File: config.mk
export PLATFORM = sky130hd
export DESIGN_NAME = fpm_special_resolve
export DESIGN_NICKNAME = d
export VERILOG_FILES = /design/src/rtl/fpm_pkg.sv /design/src/rtl/fpm_opclass.sv /design/src/rtl/fpm_nan_pick.sv /design/src/rtl/fpm_inf_zero.sv /design/src/rtl/fpm_special_resolve.sv
export SDC_FILE = /design/constraint.sdc
export NUM_CORES = 1
export LEC_CHECK = 0
export BUFFER_PORTS_ARGS = -buffer_cell sky130_fd_sc_hd__buf_2
export CORE_AREA = 2 2 79 81
export DETAILED_ROUTE_END_ITERATION = 8
export DIE_AREA = 0 0 81 83
export PLACE_DENSITY = 0.72
export SYNTH_ARGS = -nofsm -noshare
export SYNTH_HDL_FRONTEND = slang
export SYNTH_SLANG_ARGS = --single-unit
File: constraint.sdc
create_clock -name vclk -period 1.7
set_input_delay 0.085 -clock vclk [all_inputs]
set_output_delay 0.085 -clock vclk [all_outputs]
set_load 0.02 [all_outputs]
File: src/rtl/fpm_pkg.sv
package fpm_pkg;

  // Class bits of one operand, filled in by fpm_opclass.
  typedef struct packed {
    logic sign;
    logic zero;
    logic inf;
    logic nan;
    logic snan;
  } opcls_t;

  // Outcome of the infinity/zero resolution when no NaN is present.
  typedef enum logic [1:0] {
    IZ_NONE    = 2'd0,
    IZ_INVALID = 2'd1,
    IZ_INF     = 2'd2,
    IZ_ZERO    = 2'd3
  } iz_sel_t;

endpackage

File: src/rtl/fpm_opclass.sv
module fpm_opclass
  import fpm_pkg::*;
#(
  parameter int EXP_W = 11,
  parameter int MAN_W = 52
) (
  input  logic [EXP_W+MAN_W:0] op,
  output opcls_t               cls
);

  localparam int W = 1 + EXP_W + MAN_W;

  function automatic opcls_t classify(input logic [W-1:0] v);
    opcls_t c;
    logic exp_ones, exp_zero, man_zero;
    exp_ones = &v[W-2:MAN_W];
    exp_zero = ~|v[W-2:MAN_W];
    man_zero = ~|v[MAN_W-1:0];
    c.sign   = v[W-1];
    c.zero   = exp_zero & man_zero;
    c.inf    = exp_ones & man_zero;
    c.nan    = exp_ones & ~man_zero;
    c.snan   = c.nan & ~v[MAN_W-1];
    return c;
  endfunction

  always_comb cls = classify(op);

endmodule

File: src/rtl/fpm_nan_pick.sv
module fpm_nan_pick
  import fpm_pkg::*;
#(
  parameter int EXP_W = 11,
  parameter int MAN_W = 52
) (
  input  logic [EXP_W+MAN_W:0] val_a,
  input  logic [EXP_W+MAN_W:0] val_b,
  input  opcls_t               cls_a,
  input  opcls_t               cls_b,
  output logic                 nan_hit,
  output logic                 nan_inv,
  output logic [EXP_W+MAN_W:0] nan_val
);

  localparam int W = 1 + EXP_W + MAN_W;

  function automatic logic [W-1:0] quieten(input logic [W-1:0] v);
    logic [W-1:0] q;
    q = v;
    q[MAN_W-1] = 1'b1;
    return q;
  endfunction

  // Signaling A outranks signaling B, which outranks quiet A.
  always_comb begin
    nan_hit = 1'b0;
    nan_inv = 1'b0;
    nan_val = '0;
    if (cls_a.nan) begin
      nan_hit = 1'b1;
      if (cls_a.snan) begin
        nan_inv = 1'b1;
        nan_val = quieten(val_a);
      end else if (cls_b.snan) begin
        nan_inv = 1'b1;
        nan_val = quieten(val_b);
      end else begin
        nan_val = val_a;
      end
    end else if (cls_b.nan) begin
      nan_hit = 1'b1;
      nan_inv = cls_b.snan;
      nan_val = cls_b.snan ? quieten(val_b) : val_b;
    end
  end

endmodule

File: src/rtl/fpm_inf_zero.sv
module fpm_inf_zero
  import fpm_pkg::*;
#(
  parameter int EXP_W = 11,
  parameter int MAN_W = 52
) (
  input  opcls_t               cls_a,
  input  opcls_t               cls_b,
  output iz_sel_t              iz_sel,
  output logic [EXP_W+MAN_W:0] iz_val
);

  localparam int W = 1 + EXP_W + MAN_W;

  function automatic logic [W-1:0] make_inf(input logic s);
    return {s, {EXP_W{1'b1}}, {MAN_W{1'b0}}};
  endfunction

  function automatic logic [W-1:0] make_zero(input logic s);
    return {s, {(W-1){1'b0}}};
  endfunction

  function automatic logic [W-1:0] default_qnan();
    return {1'b0, {EXP_W{1'b1}}, 1'b1, {(MAN_W-1){1'b0}}};
  endfunction

  logic prod_sign;
  assign prod_sign = cls_a.sign ^ cls_b.sign;

  // Only meaningful when neither operand is a NaN; the top gives NaN priority.
  always_comb begin
    if (cls_a.inf || cls_b.inf) begin
      iz_sel = (cls_a.zero || cls_b.zero) ? IZ_INVALID : IZ_INF;
    end else if (cls_a.zero || cls_b.zero) begin
      iz_sel = IZ_ZERO;
    end else begin
      iz_sel = IZ_NONE;
    end
  end

  always_comb begin
    unique case (iz_sel)
      IZ_INVALID: iz_val = default_qnan();
      IZ_INF:     iz_val = make_inf(prod_sign);
      IZ_ZERO:    iz_val = make_zero(prod_sign);
      default:    iz_val = '0;
    endcase
  end

endmodule

File: src/rtl/fpm_special_resolve.sv
module fpm_special_resolve
  import fpm_pkg::*;
#(
  parameter int EXP_W   = 11,
  parameter int MAN_W   = 52,
  parameter int FLG_W   = 5,
  parameter int INV_POS = 4
) (
  input  logic [EXP_W+MAN_W:0] op_a,
  input  logic [EXP_W+MAN_W:0] op_b,
  input  logic                 inv_trap_en,
  input  logic [FLG_W-1:0]     flags_in,
  output logic [EXP_W+MAN_W:0] res,
  output logic                 res_we,
  output logic                 res_sign,
  output logic                 bypass,
  output logic                 inv_exc,
  output logic [FLG_W-1:0]     flags_out
);

  localparam int W = 1 + EXP_W + MAN_W;
  localparam int NOPS = 2;

  logic [W-1:0] ops  [NOPS];
  opcls_t       cls  [NOPS];

  assign ops[0] = op_a;
  assign ops[1] = op_b;

  for (genvar g = 0; g < NOPS; g++) begin : g_cls
    fpm_opclass #(.EXP_W(EXP_W), .MAN_W(MAN_W)) u_cls (
      .op  (ops[g]),
      .cls (cls[g])
    );
  end

  // Named internal events, visible to the bound checker.
  logic         nan_hit;
  logic         nan_inv;
  logic [W-1:0] nan_val;
  iz_sel_t      iz_sel;
  logic [W-1:0] iz_val;
  logic         invalid_evt;
  logic         special_evt;

  fpm_nan_pick #(.EXP_W(EXP_W), .MAN_W(MAN_W)) u_nan (
    .val_a   (op_a),
    .val_b   (op_b),
    .cls_a   (cls[0]),
    .cls_b   (cls[1]),
    .nan_hit (nan_hit),
    .nan_inv (nan_inv),
    .nan_val (nan_val)
  );

  fpm_inf_zero #(.EXP_W(EXP_W), .MAN_W(MAN_W)) u_iz (
    .cls_a  (cls[0]),
    .cls_b  (cls[1]),
    .iz_sel (iz_sel),
    .iz_val (iz_val)
  );

  assign invalid_evt = nan_hit ? nan_inv : (iz_sel == IZ_INVALID);
  assign special_evt = nan_hit | (iz_sel != IZ_NONE);

  assign res_sign = op_a[W-1] ^ op_b[W-1];
  assign bypass   = special_evt;
  assign inv_exc  = invalid_evt & inv_trap_en;
  assign res_we   = special_evt & ~(invalid_evt & inv_trap_en);
  assign res      = nan_hit ? nan_val : iz_val;

  always_comb begin
    flags_out = flags_in;
    if (invalid_evt && !inv_trap_en) flags_out[INV_POS] = 1'b1;
  end

endmodule

Word-level counts from Yosys, hierarchy flattened

Index checks and enable logic that the tools add are counted.

Input bits: 134
Output and inout port bits: 73
Bits in registers: 0

Equal/unequal tests: 3
Bitwise logic cells: 15
Reduce and logical (&&, ||, !) cells: 15
Multiplexer cells: 18

Operator list:

| kind                                                 | count |
|---|---|
| 2-to-1 mux 64 bit                                    | 5 |
| one-hot mux 64 bit (3 select lines)                  | 1 |
| OR reduction 52 bit                                  | 2 |
| 2-to-1 mux 52 bit                                    | 1 |
| AND reduction 11 bit                                 | 2 |
| OR reduction 11 bit                                  | 2 |
| AND 1 bit                                            | 10 |
| 2-to-1 mux 1 bit                                     | 8 |
| 2-to-1 mux 2 bit                                     | 3 |
| zero test 1 bit                                      | 5 |
| equality test 2 bit (second input constant)          | 2 |
| inverter 1 bit                                       | 3 |
| equality test 2 x 1 -> 1 bit (second input constant) | 1 |
| logical OR 1 bit                                     | 2 |
| nonzero test 2 bit                                   | 1 |
| logical AND 1 bit                                    | 1 |
| OR 1 bit                                             | 1 |
| bitwise XOR 1 bit                                    | 1 |

Depth between registers and ports, before layout

Depth in word-level cells: 11
Gate-level depth with buffers: 10

Cells and area by module

From an unflattened synthesis, not the netlist that was laid out.

Cells, all modules: 531
Area total of the unflattened synthesis: 4,317.9 um2

Modules (own cells, without submodules):

| module              | area each (um2) | seq. area each (um2) | instances | cells each |
|---|---|---|---|---|
| fpm_nan_pick        | 2,453.6         | 0.0                  | 1         | 309 |
| fpm_special_resolve | 879.6           | 0.0                  | 1         | 87 |
| fpm_inf_zero        | 561.8           | 0.0                  | 1         | 75 |
| fpm_opclass         | 211.5           | 0.0                  | 2         | 30 |

Least setup slack after synthesis

Ideal clock, no wire load.

Kind: input-to-output
Start: in op_a[0]
End: out res[63]
Required time: 1.615 ns
Slack: -0.348 ns
Arrival: 1.963 ns
Stages: 8
Path through: nor4_1 > nand4_1 > or4_1 > buf_2 > nand2_4 > a21oi_2 > buf_6 > o311ai_1

Longest elaborated chain between the ends: 9
Elaborated cells between the ends (all ways): 19

RTL lines:

| what                                                                       | RTL line                               | text |
|---|---|---|
| start, declared                                                            | fpm_special_resolve.sv:9               | `input logic [EXP_W+MAN_W:0] op_a,` |
| OR reduction 52 bit *                                                      | fpm_opclass.sv:18                      | `man_zero = ~\|v[MAN_W-1:0];` |
| zero test 1 bit                                                            | fpm_opclass.sv:18                      |  |
| AND 1 bit                                                                  | fpm_opclass.sv:20                      | `c.zero = exp_zero & man_zero;` |
| logical OR 1 bit                                                           | fpm_inf_zero.sv:33, fpm_inf_zero.sv:34 |  |
| 2-to-1 mux 2 bit (on tied branches)                                        | fpm_inf_zero.sv:34, fpm_inf_zero.sv:33 |  |
| 2-to-1 mux 2 bit                                                           | fpm_inf_zero.sv:32                     | `if (cls_a.inf \|\| cls_b.inf) begin` |
| equality test 2 bit / equality test 2 x 1 -> 1 bit (equally long branches) | fpm_inf_zero.sv:42                     | `unique case (iz_sel)` |
| one-hot mux 64 bit (3 select lines)                                        | fpm_inf_zero.sv:42                     |  |
| 2-to-1 mux 64 bit *                                                        | fpm_special_resolve.sv:70              | `assign res = nan_hit ? nan_val : iz_val;` |
| end, declared                                                              | fpm_special_resolve.sv:13              | `output logic [EXP_W+MAN_W:0] res,` |

Mark *: on every way between the ends. The rest lies on a longest branch, timed or not.

Worst setup path after layout

Start: in op_a[35]
End: out res[14]

Longest elaborated chain between the ends: 6
Elaborated cells between the ends (all ways): 7

RTL lines:

| what                  | RTL line                  | text |
|---|---|---|
| OR reduction 52 bit * | fpm_opclass.sv:18         |  |
| AND 1 bit *           | fpm_opclass.sv:22         | `c.nan = exp_ones & ~man_zero;` |
| AND 1 bit             | fpm_opclass.sv:23         | `c.snan = c.nan & ~v[MAN_W-1];` |
| 2-to-1 mux 64 bit     | fpm_nan_pick.sv:32        | `if (cls_a.snan) begin` |
| 2-to-1 mux 64 bit     | fpm_nan_pick.sv:30        | `if (cls_a.nan) begin` |
| 2-to-1 mux 64 bit *   | fpm_special_resolve.sv:70 |  |

Marks and branches as above.

==> key figures <==
Floorplanning
  • CORE AREA: 5820 sq um
  • Initial Util: ~26%
  • Die Area: between 6000 and 7000 sq um
  • Core Rows: 28
  • Die Y: 83 um
  • Die width: approximately 81 um
  • Ports: ~210

Finish
  • Synthesis-to-finish area growth: 175%
  • Nets: 602
  • Register area: 0 sq um
  • Seq cells: 0
  • Most common cell after layout, fill and taps aside: buf_2
  • Final instance area: approximately 4100 sq um
  • N_diodes: 0
  • Core Util, Final: between 70 and 80%
  • Layout cell share with drive strength beyond 1: 80.5%
  • CLK BUF: 0
  • Fillers: 444
  • Non-filler cells, final: approximately 540
  • Most frequent cells in the layout: buf_2, nor2_2, buf_4

Route
  • Via count: approximately 2800
  • Post-Route WL: about 9400 um
  • 1st-iter DRT viols: between 60 and 70
  • Residual DRC: 0
  • Routed Antenna Nets: 0
  • Via density: ~5.2
  • Avg WL per Cell: approximately 17 um
  • DR pass1 iterations: 4

STA
  • Final setup fails: 57
  • Worst setup margin: -571 ps
  • Fmax: around 0.44 GHz
  • Final Hold Vio Count: 0
  • Fin crit share: 134%
  • Fin. max-slew vios: 0
  • Slew Limit Headroom: between 70% and 80%
  • Worst-Margin Slew: between 300 and 400 ps
  • RSZ-0062 raised after global routing: yes
  • Setup TNS Final: -26470 ps
  • Min Tclk post-route: 2270 ps
  • Hold_ws: 170 ps

Worst hold path
  • Hold_sp: flags_in[2]
  • Hold Path End: flags_out[2]
  • Worst min path class: in -> out
  • Hold depth: 0

Pwr
  • Pwr/cell area: 113 nW/um^2
  • Max VDD drop: roughly 100 uV
  • Lkg Pwr: 1.82 nW
  • Pwr Total: about 460 uW

Critical path
  • Setup crit start kind: input pin
  • Crit path max fanout: 6
  • Class of the most critical setup path: in -> out
  • CP Data Required Time: 1620 ps
  • CP arrival: 2190 ps
  • Critical Path End Type: primary output

Placed design
  • Placed wire-length estimate: 6090 um
  • GP Congestion: roughly 0.9
  • Placed cells: between 500 and 600
  • Port Buf Inserts: between 150 and 200
  • Placed cell area: 2970 sq um
  • Setup WS pre-CTS: -717 ps

Logic synthesis
  • Sequential area share after synthesis: 0%
  • Syn Inst Count: 224
  • Avg Inst Size Synth: 6.64 sq um
  • Cell variety after synth: 34
  • Synth Cell Area: about 1500 sq um
  • YS warnings: 0
  • Syn Nets: 358

Global route
  • Grt total ovfl: 0
  • Vias in the first global route: roughly 2700
  • Initial antenna violation count: 0
  • Gr usage total: between 20% and 30%
  • First-pass GRT wire length: roughly 13000 um
  • Largest net degree at the start of global routing: 25

Outcome
  • Failing checks: negative setup slack
  • Run status: finished with violations

Run
  • Max-cap violation count: 0
-- critical path, cell delays in order --
cell and delay, ps:
buf_8 100, nor4_4 290, nand3_1 130, or4_4 590, nand2_4 110, a21oi_4 40, buf_12 140, buf_12 120
buf_16 130, mux2i_2 220, nor2_2 70, buf_6 130
-- synth_stat cells (2+ instances only) --
cell | n | share of area (%)
a21oi_1 | 3 | 1.0
and2_1 | 2 | 0.84
buf_12 | 5 | 6.7
buf_2 | 7 | 2.4
buf_4 | 4 | 2.0
clkbuf_1 | 3 | 0.76
inv_1 | 2 | 0.51
mux2i_1 | 51 | 34
nand2_1 | 19 | 4.8
nand3_1 | 8 | 2.7
nand4_1 | 8 | 3.4
nor2_1 | 55 | 14
nor3_1 | 3 | 1.0
nor4_1 | 30 | 13
or2_2 | 3 | 1.3
or3_1 | 3 | 1.3
-- repair_timing --
| item | CTS | global route |
|---|---|---|
| endpoints found under the setup margin | 57 | 57 |
| pin swaps | 26 | 18 |
| buffers inserted | 8 | 3 |
| hold buffers | 0 | 0 |
| gates resized for setup | 127 | 57 |
| cloned | 6 | 6 |
-- report_power, final --
part	switching (mW)	internal [mW]	leakage, nW	total (mW)
logic	0.224	0.236	1.82	0.460
clock network	0	0	0	0
registers	0	0	0	0
total	0.224	0.236	1.82	0.460
-- how the worst max path moves through the flow --
| stage | from | to | slack (ps) |
|---|---|---|---|
| 2_1_floorplan | op_a[27] | res[10] | -220 |
| 3_3_place_gp | op_b[20] | res[9] | -670 |
| 3_5_place_dp | op_b[20] | res[24] | -720 |
| 4_1_cts | op_a[23] | res[63] | -570 |
| 5_1_grt | op_a[35] | res[17] | -630 |
| 6_report | op_a[35] | res[14] | -570 |
-- logic make-up after synthesis --
kind of cell           Yosys count  share of synthesized area, %
AND/OR/NAND/NOR                138                          46.5
multiplexers                    51                          34.3
buffers and inverters           22                          13.1
AO/OA/AOI/OAI                   13                          6.06
-- area by class of cell --
cell class                      count  area, sq um  area share (%)
Multi-Input combinational cell    203         1880            46.0
Inverter                            2         7.51           0.184
Timing Repair Buffer              261         2110            51.5
Tap cell                           75         93.8            2.30
-- per-layer routing --
metal,wire (um),track usage (%),share of wire [%]
met1,3660,26.0,39
met2,5020,46.6,53
met3,545,1.96,5.8
met4,208,2.47,2.2
met5,0,0,0
Power figures use the tool's default switching activity.
